File: config.mk
export PLATFORM = sky130hd
export DESIGN_NAME = dma_dual_bus
export DESIGN_NICKNAME = d
export VERILOG_FILES = /design/src/rtl/dma_pkg.sv /design/src/rtl/dma_prio_pick.sv /design/src/rtl/dma_bus_drive.sv /design/src/rtl/dma_dual_bus.sv
export SDC_FILE = /design/constraint.sdc
export NUM_CORES = 1
export LEC_CHECK = 0
export ABC_CLOCK_PERIOD_IN_PS = 7300
export BUFFER_PORTS_ARGS = -buffer_cell sky130_fd_sc_hd__buf_4
export CORE_MARGIN = 2
export CORE_UTILIZATION = 24
export CTS_BUF_LIST = sky130_fd_sc_hd__clkbuf_8
export CTS_CLUSTER_SIZE = 40
export DETAILED_ROUTE_END_ITERATION = 12
export REMOVE_ABC_BUFFERS = 1
export SLEW_MARGIN = 20
export SYNTH_ARGS = -nofsm -noshare
export SYNTH_HDL_FRONTEND = slang
export SYNTH_HIERARCHICAL = 1
export SYNTH_SLANG_ARGS = --single-unit
File: constraint.sdc
create_clock -name clk -period 7.3 [get_ports clk]
set_input_delay 0.73 -clock clk [delete_from_list [all_inputs] [get_ports clk]]
set_output_delay 0.73 -clock clk [all_outputs]
set_load 0.02 [all_outputs]
File: src/rtl/dma_pkg.sv
package dma_pkg;
    parameter int GA_W  = 24;
    parameter int PA_W  = 8;
    parameter int CNT_W = 16;
    parameter int BL_W  = 2;

    localparam int REM_W = BL_W + 1;

    localparam int CTL_DIR  = 0;
    localparam int CTL_HM   = 1;
    localparam int CTL_BL   = 2;
    localparam int CTL_EN   = CTL_BL + BL_W;

    typedef enum logic [1:0] {
        SEL_GADDR = 2'd0,
        SEL_PADDR = 2'd1,
        SEL_COUNT = 2'd2,
        SEL_CTRL  = 2'd3
    } cfg_sel_e;

    typedef struct packed {
        logic [GA_W-1:0]  gaddr;
        logic [PA_W-1:0]  paddr;
        logic [CNT_W-1:0] count;
        logic             dir;
        logic             hmode;
        logic [BL_W-1:0]  blen;
        logic             en;
    } chan_t;
endpackage

File: src/rtl/dma_prio_pick.sv
module dma_prio_pick #(
    parameter int N  = 8,
    parameter int IW = (N > 1) ? $clog2(N) : 1
) (
    input  logic [N-1:0]  req,
    output logic          any,
    output logic [IW-1:0] idx
);
    always_comb begin
        any = |req;
        idx = '0;
        for (int i = N - 1; i >= 0; i--) begin
            if (req[i]) idx = IW'(i);
        end
    end
endmodule

File: src/rtl/dma_bus_drive.sv
module dma_bus_drive (
    input  logic mv,
    input  logic dir,
    output logic ga_rd,
    output logic ga_wr,
    output logic pa_rd,
    output logic pa_wr
);
    always_comb begin
        ga_rd = mv & ~dir;
        pa_wr = mv & ~dir;
        pa_rd = mv &  dir;
        ga_wr = mv &  dir;
    end
endmodule

File: src/rtl/dma_dual_bus.sv
module dma_dual_bus
    import dma_pkg::*;
#(
    parameter int NCH = 8,
    parameter int CW  = (NCH > 1) ? $clog2(NCH) : 1
) (
    input  logic            clk,
    input  logic            rst_n,
    input  logic            cfg_we,
    input  logic [CW-1:0]   cfg_ch,
    input  logic [1:0]      cfg_sel,
    input  logic [GA_W-1:0] cfg_wdata,
    input  logic            hblank,
    output logic [GA_W-1:0] ga_addr,
    output logic            ga_rd,
    output logic            ga_wr,
    output logic [PA_W-1:0] pa_addr,
    output logic            pa_rd,
    output logic            pa_wr,
    output logic            busy,
    output logic [CW-1:0]   act_ch
);
    typedef struct packed {
        chan_t [NCH-1:0]             ch;
        logic  [NCH-1:0][REM_W-1:0]  rem;
        logic                        gen_lock;
        logic  [CW-1:0]              gen_cur;
        logic                        hb_q;
        logic  [GA_W-1:0]            ga_addr;
        logic  [PA_W-1:0]            pa_addr;
        logic                        ga_rd;
        logic                        ga_wr;
        logic                        pa_rd;
        logic                        pa_wr;
        logic                        busy;
        logic  [CW-1:0]              act;
    } state_t;

    state_t s_q, s_d;

    logic [NCH-1:0] hb_req_d, gen_req_d;
    logic           hb_any_d, gen_any_d;
    logic [CW-1:0]  hb_idx_d, gen_idx_d;
    logic           mv_d, is_hb_d, lock_ok_d, sel_dir_d;
    logic [CW-1:0]  sel_d;
    logic           nx_ga_rd, nx_ga_wr, nx_pa_rd, nx_pa_wr;

    always_comb begin
        for (int i = 0; i < NCH; i++) begin
            hb_req_d[i]  = (s_q.rem[i] != '0);
            gen_req_d[i] = s_q.ch[i].en & ~s_q.ch[i].hmode;
        end
    end

    dma_prio_pick #(.N(NCH), .IW(CW)) u_hb_pick (
        .req (hb_req_d),
        .any (hb_any_d),
        .idx (hb_idx_d)
    );

    dma_prio_pick #(.N(NCH), .IW(CW)) u_gen_pick (
        .req (gen_req_d),
        .any (gen_any_d),
        .idx (gen_idx_d)
    );

    always_comb begin
        lock_ok_d = s_q.gen_lock & gen_req_d[s_q.gen_cur];
        mv_d      = 1'b0;
        is_hb_d   = 1'b0;
        sel_d     = '0;
        if (hb_any_d) begin
            mv_d    = 1'b1;
            is_hb_d = 1'b1;
            sel_d   = hb_idx_d;
        end else if (lock_ok_d) begin
            mv_d  = 1'b1;
            sel_d = s_q.gen_cur;
        end else if (gen_any_d) begin
            mv_d  = 1'b1;
            sel_d = gen_idx_d;
        end
        sel_dir_d = s_q.ch[sel_d].dir;
    end

    dma_bus_drive u_drive (
        .mv    (mv_d),
        .dir   (sel_dir_d),
        .ga_rd (nx_ga_rd),
        .ga_wr (nx_ga_wr),
        .pa_rd (nx_pa_rd),
        .pa_wr (nx_pa_wr)
    );

    always_comb begin
        s_d = s_q;

        s_d.hb_q  = hblank;
        s_d.busy  = mv_d;
        s_d.ga_rd = nx_ga_rd;
        s_d.ga_wr = nx_ga_wr;
        s_d.pa_rd = nx_pa_rd;
        s_d.pa_wr = nx_pa_wr;

        if (s_q.gen_lock && !lock_ok_d) begin
            s_d.gen_lock = 1'b0;
        end

        if (mv_d) begin
            s_d.act              = sel_d;
            s_d.ga_addr          = s_q.ch[sel_d].gaddr;
            s_d.pa_addr          = s_q.ch[sel_d].paddr;
            s_d.ch[sel_d].gaddr  = s_q.ch[sel_d].gaddr + 1'b1;
            if (is_hb_d) begin
                s_d.rem[sel_d] = s_q.rem[sel_d] - 1'b1;
            end else begin
                s_d.ch[sel_d].count = s_q.ch[sel_d].count - 1'b1;
                if (s_q.ch[sel_d].count == CNT_W'(1)) begin
                    s_d.ch[sel_d].en = 1'b0;
                    s_d.gen_lock     = 1'b0;
                end else begin
                    s_d.gen_lock = 1'b1;
                    s_d.gen_cur  = sel_d;
                end
            end
        end

        if (hblank && !s_q.hb_q && !hb_any_d) begin
            for (int i = 0; i < NCH; i++) begin
                if (s_q.ch[i].en && s_q.ch[i].hmode) begin
                    s_d.rem[i] = {1'b0, s_q.ch[i].blen} + 1'b1;
                end
            end
        end

        if (cfg_we) begin
            case (cfg_sel_e'(cfg_sel))
                SEL_GADDR: s_d.ch[cfg_ch].gaddr = cfg_wdata;
                SEL_PADDR: s_d.ch[cfg_ch].paddr = cfg_wdata[PA_W-1:0];
                SEL_COUNT: s_d.ch[cfg_ch].count = cfg_wdata[CNT_W-1:0];
                default: begin
                    s_d.ch[cfg_ch].dir   = cfg_wdata[CTL_DIR];
                    s_d.ch[cfg_ch].hmode = cfg_wdata[CTL_HM];
                    s_d.ch[cfg_ch].blen  = cfg_wdata[CTL_BL +: BL_W];
                    s_d.ch[cfg_ch].en    = cfg_wdata[CTL_EN];
                    s_d.rem[cfg_ch]      = '0;
                end
            endcase
        end
    end

    always_ff @(posedge clk) begin
        if (!rst_n) s_q <= '0;
        else        s_q <= s_d;
    end

    assign ga_addr = s_q.ga_addr;
    assign ga_rd   = s_q.ga_rd;
    assign ga_wr   = s_q.ga_wr;
    assign pa_addr = s_q.pa_addr;
    assign pa_rd   = s_q.pa_rd;
    assign pa_wr   = s_q.pa_wr;
    assign busy    = s_q.busy;
    assign act_ch  = s_q.act;
endmodule

======== Word level (Yosys, flattened, before mapping) ========
Index checks and enable logic that the tools add are counted.
operators by class
  add/subtract/negate cells ............... 11
  $mul .................................... 0
  divide/modulo/power cells ............... 0
  magnitude comparators ................... 5
  equal/unequal tests ..................... 3
  shifts and indexed selects .............. 0
  mux-type cells .......................... 84
  bitwise operators ....................... 24
  reduce and logical (&&, ||, !) cells .... 29
operators by type and width
  cell                                                   count
  bitwise mux 424 bit                                    10
  demux 53 bit (select 3 bit)                            10
  one-hot mux 424 bit (3 select lines)                   1
  two-way mux 424 bit                                    2
  two-way mux 452 bit                                    1
  two-way mux 448 bit                                    1
  binary-select mux 53 bit (select 3 bit)                1
  two-way mux 53 bit                                     3
  two-way mux 3 bit                                      32
  two-way mux 24 bit                                     3
  two-way mux 21 bit                                     2
  two-way mux 29 bit                                     1
  adder 2 x 1 -> 3 bit (second input constant)           8
  adder 24 x 1 -> 24 bit (second input constant)         1
  AND 24 bit                                             1
  bitwise mux 24 bit                                     1
  NOT 24 bit                                             1
  nonzero test 3 bit                                     8
  demux 3 bit (select 3 bit)                             2
  equality test 16 x 1 -> 1 bit (second input constant)  1
  OR reduction 8 bit                                     2
  subtractor 16 x 1 -> 16 bit (second input constant)    1
  logical AND 1 bit                                      13
  < comparator 3 x 4 -> 1 bit (second input constant)    3
  15 further kinds                                       47
word-level totals
  bits in registers ....................... 491
  bits in latches ......................... 0
  bits in writable memories ............... 0
  bits in read-only memories .............. 0
  bits of input ports ..................... 33
  word-level logic and storage cells ...... 229
  memories ................................ 0

======== Logic depth before layout (Yosys ltp) ========
  word-level depth ........................ 29
  mapped depth ............................ 24

======== By module ========
The synthesis kept the hierarchy.
by module, submodules not included
  module         instances  cells each  area each (um^2)
  dma_dual_bus   1          3196        25305.5
  dma_prio_pick  2          13          81.3
  dma_bus_drive  1          4           31.3

======== Least setup slack after synthesis ========
Ideal clock, no wire load.
  path kind ............................... register to register
  start point ............................. register s_q[57] in the netlist's numbering
  end point ............................... register s_q[279] in the netlist's numbering
  setup time .............................. 92 ps
  arrival time ............................ 4792 ps
  required time ........................... 7208 ps
  setup slack ............................. 2416 ps
  cell stages (with the launch flop) ...... 23
  path buffers ............................ 3
  clock period less this slack ............ 4884 ps
  cells stage by stage .................... dfxtp_1 > or3_1 > nor4_2 > nand3_1 > buf_2 > nand2b_1 > o21ai_0 > nand2_1 > o22ai_4 > buf_6 > nand2_1 > clkbuf_1 > o22ai_1 > a22o_1 > inv_1 > ha_1 > o2111ai_1 > nor4_2 > nand4_1 > nor4_1 > xnor2_1 > nor2_1 > o32ai_1
on the way
  elaborated cells on any way between the ends .. 36
  those cells by class .................... add/sub (1); order compare (2); eq/ne (1); mux (29); reduce/logical (3)
RTL lines
  what                                                             line                 source
  from (decl)                                                      dma_dual_bus.sv:39   state_t s_q, s_d;
  from (signal assigned)                                           dma_dual_bus.sv:153  if (!rst_n) s_q <= '0;
  from (signal assigned)                                           dma_dual_bus.sv:154  else s_q <= s_d;
  nonzero test 3 bit *                                             dma_dual_bus.sv:50   hb_req_d[i] = (s_q.rem[i] != '0);
  named net hb_req_d[4]                                            dma_dual_bus.sv:41   logic [NCH-1:0] hb_req_d, gen_req_d;
  OR reduction 8 bit *                                             dma_prio_pick.sv:10  any = |req;
  named net hb_any_d                                               dma_dual_bus.sv:42   logic hb_any_d, gen_any_d;
  branches (longest 10 deep; another with adder 24 x 1 -> 24 bit)  -
  two-way mux 452 bit *                                            dma_dual_bus.sv:109  if (mv_d) begin
  bitwise mux 424 bit                                              dma_dual_bus.sv:142  s_d.ch[cfg_ch].dir = cfg_wdata[CTL_DIR];
  bitwise mux 424 bit                                              dma_dual_bus.sv:143  s_d.ch[cfg_ch].hmode = cfg_wdata[CTL_HM];
  bitwise mux 424 bit                                              dma_dual_bus.sv:144  s_d.ch[cfg_ch].blen = cfg_wdata[CTL_BL +: BL_W];
  bitwise mux 424 bit                                              dma_dual_bus.sv:145  s_d.ch[cfg_ch].en = cfg_wdata[CTL_EN];
  one-hot mux 424 bit (3 select lines)                             dma_dual_bus.sv:137  case (cfg_sel_e'(cfg_sel))
  two-way mux 448 bit *                                            dma_dual_bus.sv:136  if (cfg_we) begin
Mark *: on every way through the listed nets, which the timed path passes. The select of a mux whose other input is x is not followed.
A chain may end at the register's enable or synchronous reset.

======== Worst setup path after layout ========
  start point ............................. register s_q[57] in the netlist's numbering
  end point ............................... register s_q[438] in the netlist's numbering
The elaborated chain is that of the path after synthesis.

==> flow_metrics.env <==
export IMPL_worst_pin_slew_ps=1210
export IMPL_synth_ff_type="dfxtp_1"
export IMPL_ys_types=92
export IMPL_clockBufferDepth=3
export IMPL_nNetsFinal=3233
export IMPL_grt_usage=0.1930
export IMPL_netlist_area_sq_um=25500
export IMPL_cp_arrival_ps=7160
export IMPL_fin_hold_ws_ps=289.8
export IMPL_route_final_wire_length_um=109500
export IMPL_dr_pass1_iters=8
export IMPL_skew_ps=33.64
export IMPL_startpoint="s_q[57]"
export IMPL_crit_type="flop to flop"
export IMPL_p_sw_mw=6.188
export IMPL_synth_top_cell_area_share=0.3870
export IMPL_wl_per_cell_um=23.58
export IMPL_first_global_vias=24090
export IMPL_grt_pass1_wl_um=159200
export IMPL_die_y_um=330.0
export IMPL_crit_required_ps=7870
export IMPL_power_frac_clock=0.222
export IMPL_outcome="finished clean"
export IMPL_grt_overflow=0
export IMPL_grt_max_degree=171
export IMPL_cp_end_kind="flop"
export IMPL_pin_count=73
export IMPL_numCtsBuffers=92
export IMPL_cts_reportedPaths_clkPinSlew_ps=60
export IMPL_p_per_area_nw_per_um2=423.7
export IMPL_antenna_found_initial=6
export IMPL_hold_path_class="input port to flop"
export IMPL_p_int_mw=6.102
export IMPL_synth_area_per_cell_sq_um=7.904
export IMPL_slew_limit_headroom=0.1906
export IMPL_rsz0062_at_grt="false"
export IMPL_gp_congestion=0.9523
export IMPL_cts_tree="built"
export IMPL_clock_latency_ps=700
export IMPL_cts_sinks=493
export IMPL_portBuffers=72
export IMPL_p_sw_frac=0.5035
export IMPL_r2r_start="s_q[57]"
export IMPL_layout_drive_gt1_share=0.1233
export IMPL_drv_slew=0
export IMPL_cap_violations=0
export IMPL_netlist_top_cells_area="dfxtp_1, nand2_1, nor2_1, mux2i_1, a21oi_1"
export IMPL_post_cts_resized=0
export IMPL_min_period_ps=6585
export IMPL_ys_warn_count=6
export IMPL_ctsHoldBuffers=0
export IMPL_drt_iter0_drc=3511
export IMPL_num_vias=25860
export IMPL_layout_commonest_cell="dfxtp_1"
export IMPL_pwr_share_seq=0.242
export IMPL_setup_worst_path_start_class="flop"
export IMPL_cts_root_buf="clkbuf_8"
export IMPL_synth_seq_area_share=0.3870
export IMPL_most_common_layout_cells="dfxtp_1, nand2_1, nor2_1, a21oi_1, o21ai_0"
export IMPL_min_from="hblank"
export IMPL_yosysTopAreaCell="dfxtp_1"
export IMPL_cts_setup_buffers=0
export IMPL_fin_crit_sh=0.9020
export IMPL_htreeDepth=3
export IMPL_num_rows=119
export IMPL_die_w_um=330.0
export IMPL_postSynth_asyncResetShare=0
export IMPL_finalSetupViolCount=0
export IMPL_ant_nets=0
export IMPL_die_area_sq_um=108900
export IMPL_viasPerCell=5.567
export IMPL_core_sq_um=105300
export IMPL_start_util=0.2422
export IMPL_peakVddDrop_v=0.0002869
export IMPL_hold_viol_final=0
export IMPL_area_growth_pct=13.74
export IMPL_power_frac_comb=0.536
export IMPL_syn_inst=3226
export IMPL_synth_edf_count=0
export IMPL_finalPower_mw=12.29
export IMPL_drc_errors=0
export IMPL_hpwl_um=67190
export IMPL_ys_ff_latch=493
export IMPL_cp_max_fo=20
export IMPL_cellLeakagePower_nw=10.52
export IMPL_max_freq_ghz=0.1519
kinds of logic after synthesis:
family                   synth area share
AO/OA/AOI/OAI                      0.2368
XOR/XNOR                          0.01619
adder cells (fa/ha/maj)          0.005888
buffers and inverters             0.05486
flip-flops                         0.3870
multiplexers                      0.09298
AND/OR/NAND/NOR                    0.2062
synth_stat cells, types with 5 or more instances:
cell type and instances:
mux2i_1 166, or3_1 28, nand3_1 108, o221ai_1 28, nand2_1 461, ha_1 12
or2_2 6, mux4_2 11, a211oi_1 50, o22ai_1 61, o211a_1 43, a311oi_1 26
nand4_1 13, buf_2 28, buf_1 26, clkbuf_1 185, xor2_1 14, nor3_1 50
o21ai_0 202, a31oi_1 40, a22oi_1 5, a21o_1 20, and2_1 11, nor4_2 5
nor2b_1 8, o32ai_1 62, a221oi_1 5, o211ai_1 47, nor2_1 458, and3_1 23
mux2_2 37, dfxtp_1 493, xnor2_1 22, inv_1 17, buf_4 42, a21oi_1 297
nand3b_1 6, nand2b_1 10
per-stage QoR:
stage                     setup TNS, ps  std cells    util  area (sq um)  worst slack [ps]
after floorplan                  -13450       2937       -         24170            -341.1
after global placement                0       4485  0.2581         27170             981.6
after detailed placement              0       4485  0.2581         27170             937.8
after CTS                             0       4644  0.2755         29000             902.2
after global routing                  0       4645  0.2755         29000             198.9
final                                 0       4645  0.2755         29000             715.1
final cells by class:
type                            count  area, sq um
Antenna cell                        1        2.502
Clock buffer                      121         1665
Clock inverter                     38        161.4
Fill cell                       11280        76260
Inverter                           19        78.83
Multi-Input combinational cell   2425        14310
Sequential cell                   493         9869
Tap cell                         1391         1740
Timing Repair Buffer              157         1179
path summary, 6_finish.rpt:
check                     to  slack [ps]  cells after the start
setup / recovery    s_q[438]         720                     19
hold / removal       s_q[40]         290                      2
setup reg to reg    s_q[438]         720                     19
hold reg to reg   ga_addr[3]         450                      2
sequential cells by signal (all words and copies together) (netlist names):
register and flops:
ga_rd 1, pa_wr 1, busy 1, ga_wr 1, pa_addr 8, s_q 453, pa_rd 1, act_ch 3
ga_addr 24
power groups by stage:
stage	Sequential, mW	Clock, mW	Combinational (mW)
4_1_cts	2.97	2.73	6.36
3_3_place_gp	3.02	0	6.33
5_1_grt	2.98	2.86	6.90
2_1_floorplan	3.06	0	3.76
3_5_place_dp	3.02	0	6.34
6_report	2.97	2.73	6.59
worst max-delay path, cell delays in order, from the launching register on:
cell and delay (ps):
dfxtp_1 320, or3_1 440, nor4_2 320, nand3_1 420, o21ai_0 470, nand2_1 310, o22ai_4 420, buf_4 390
mux2_2 220, o221ai_1 100, a22o_1 280, inv_1 80, ha_1 190, o2111ai_1 230, nor4_2 560, nand4_1 450
nor4_1 470, xnor2_1 380, nor2_1 110, o32ai_1 310
routing by layer:
layer	wire, um	part of all wire	GRT usage
met3	12210	0.11	0.04468
met1	44240	0.40	0.2526
met4	6248	0.057	0.1051
met5	66	0.00060	0
met2	46750	0.43	0.2928
Power figures use the tool's default switching activity.
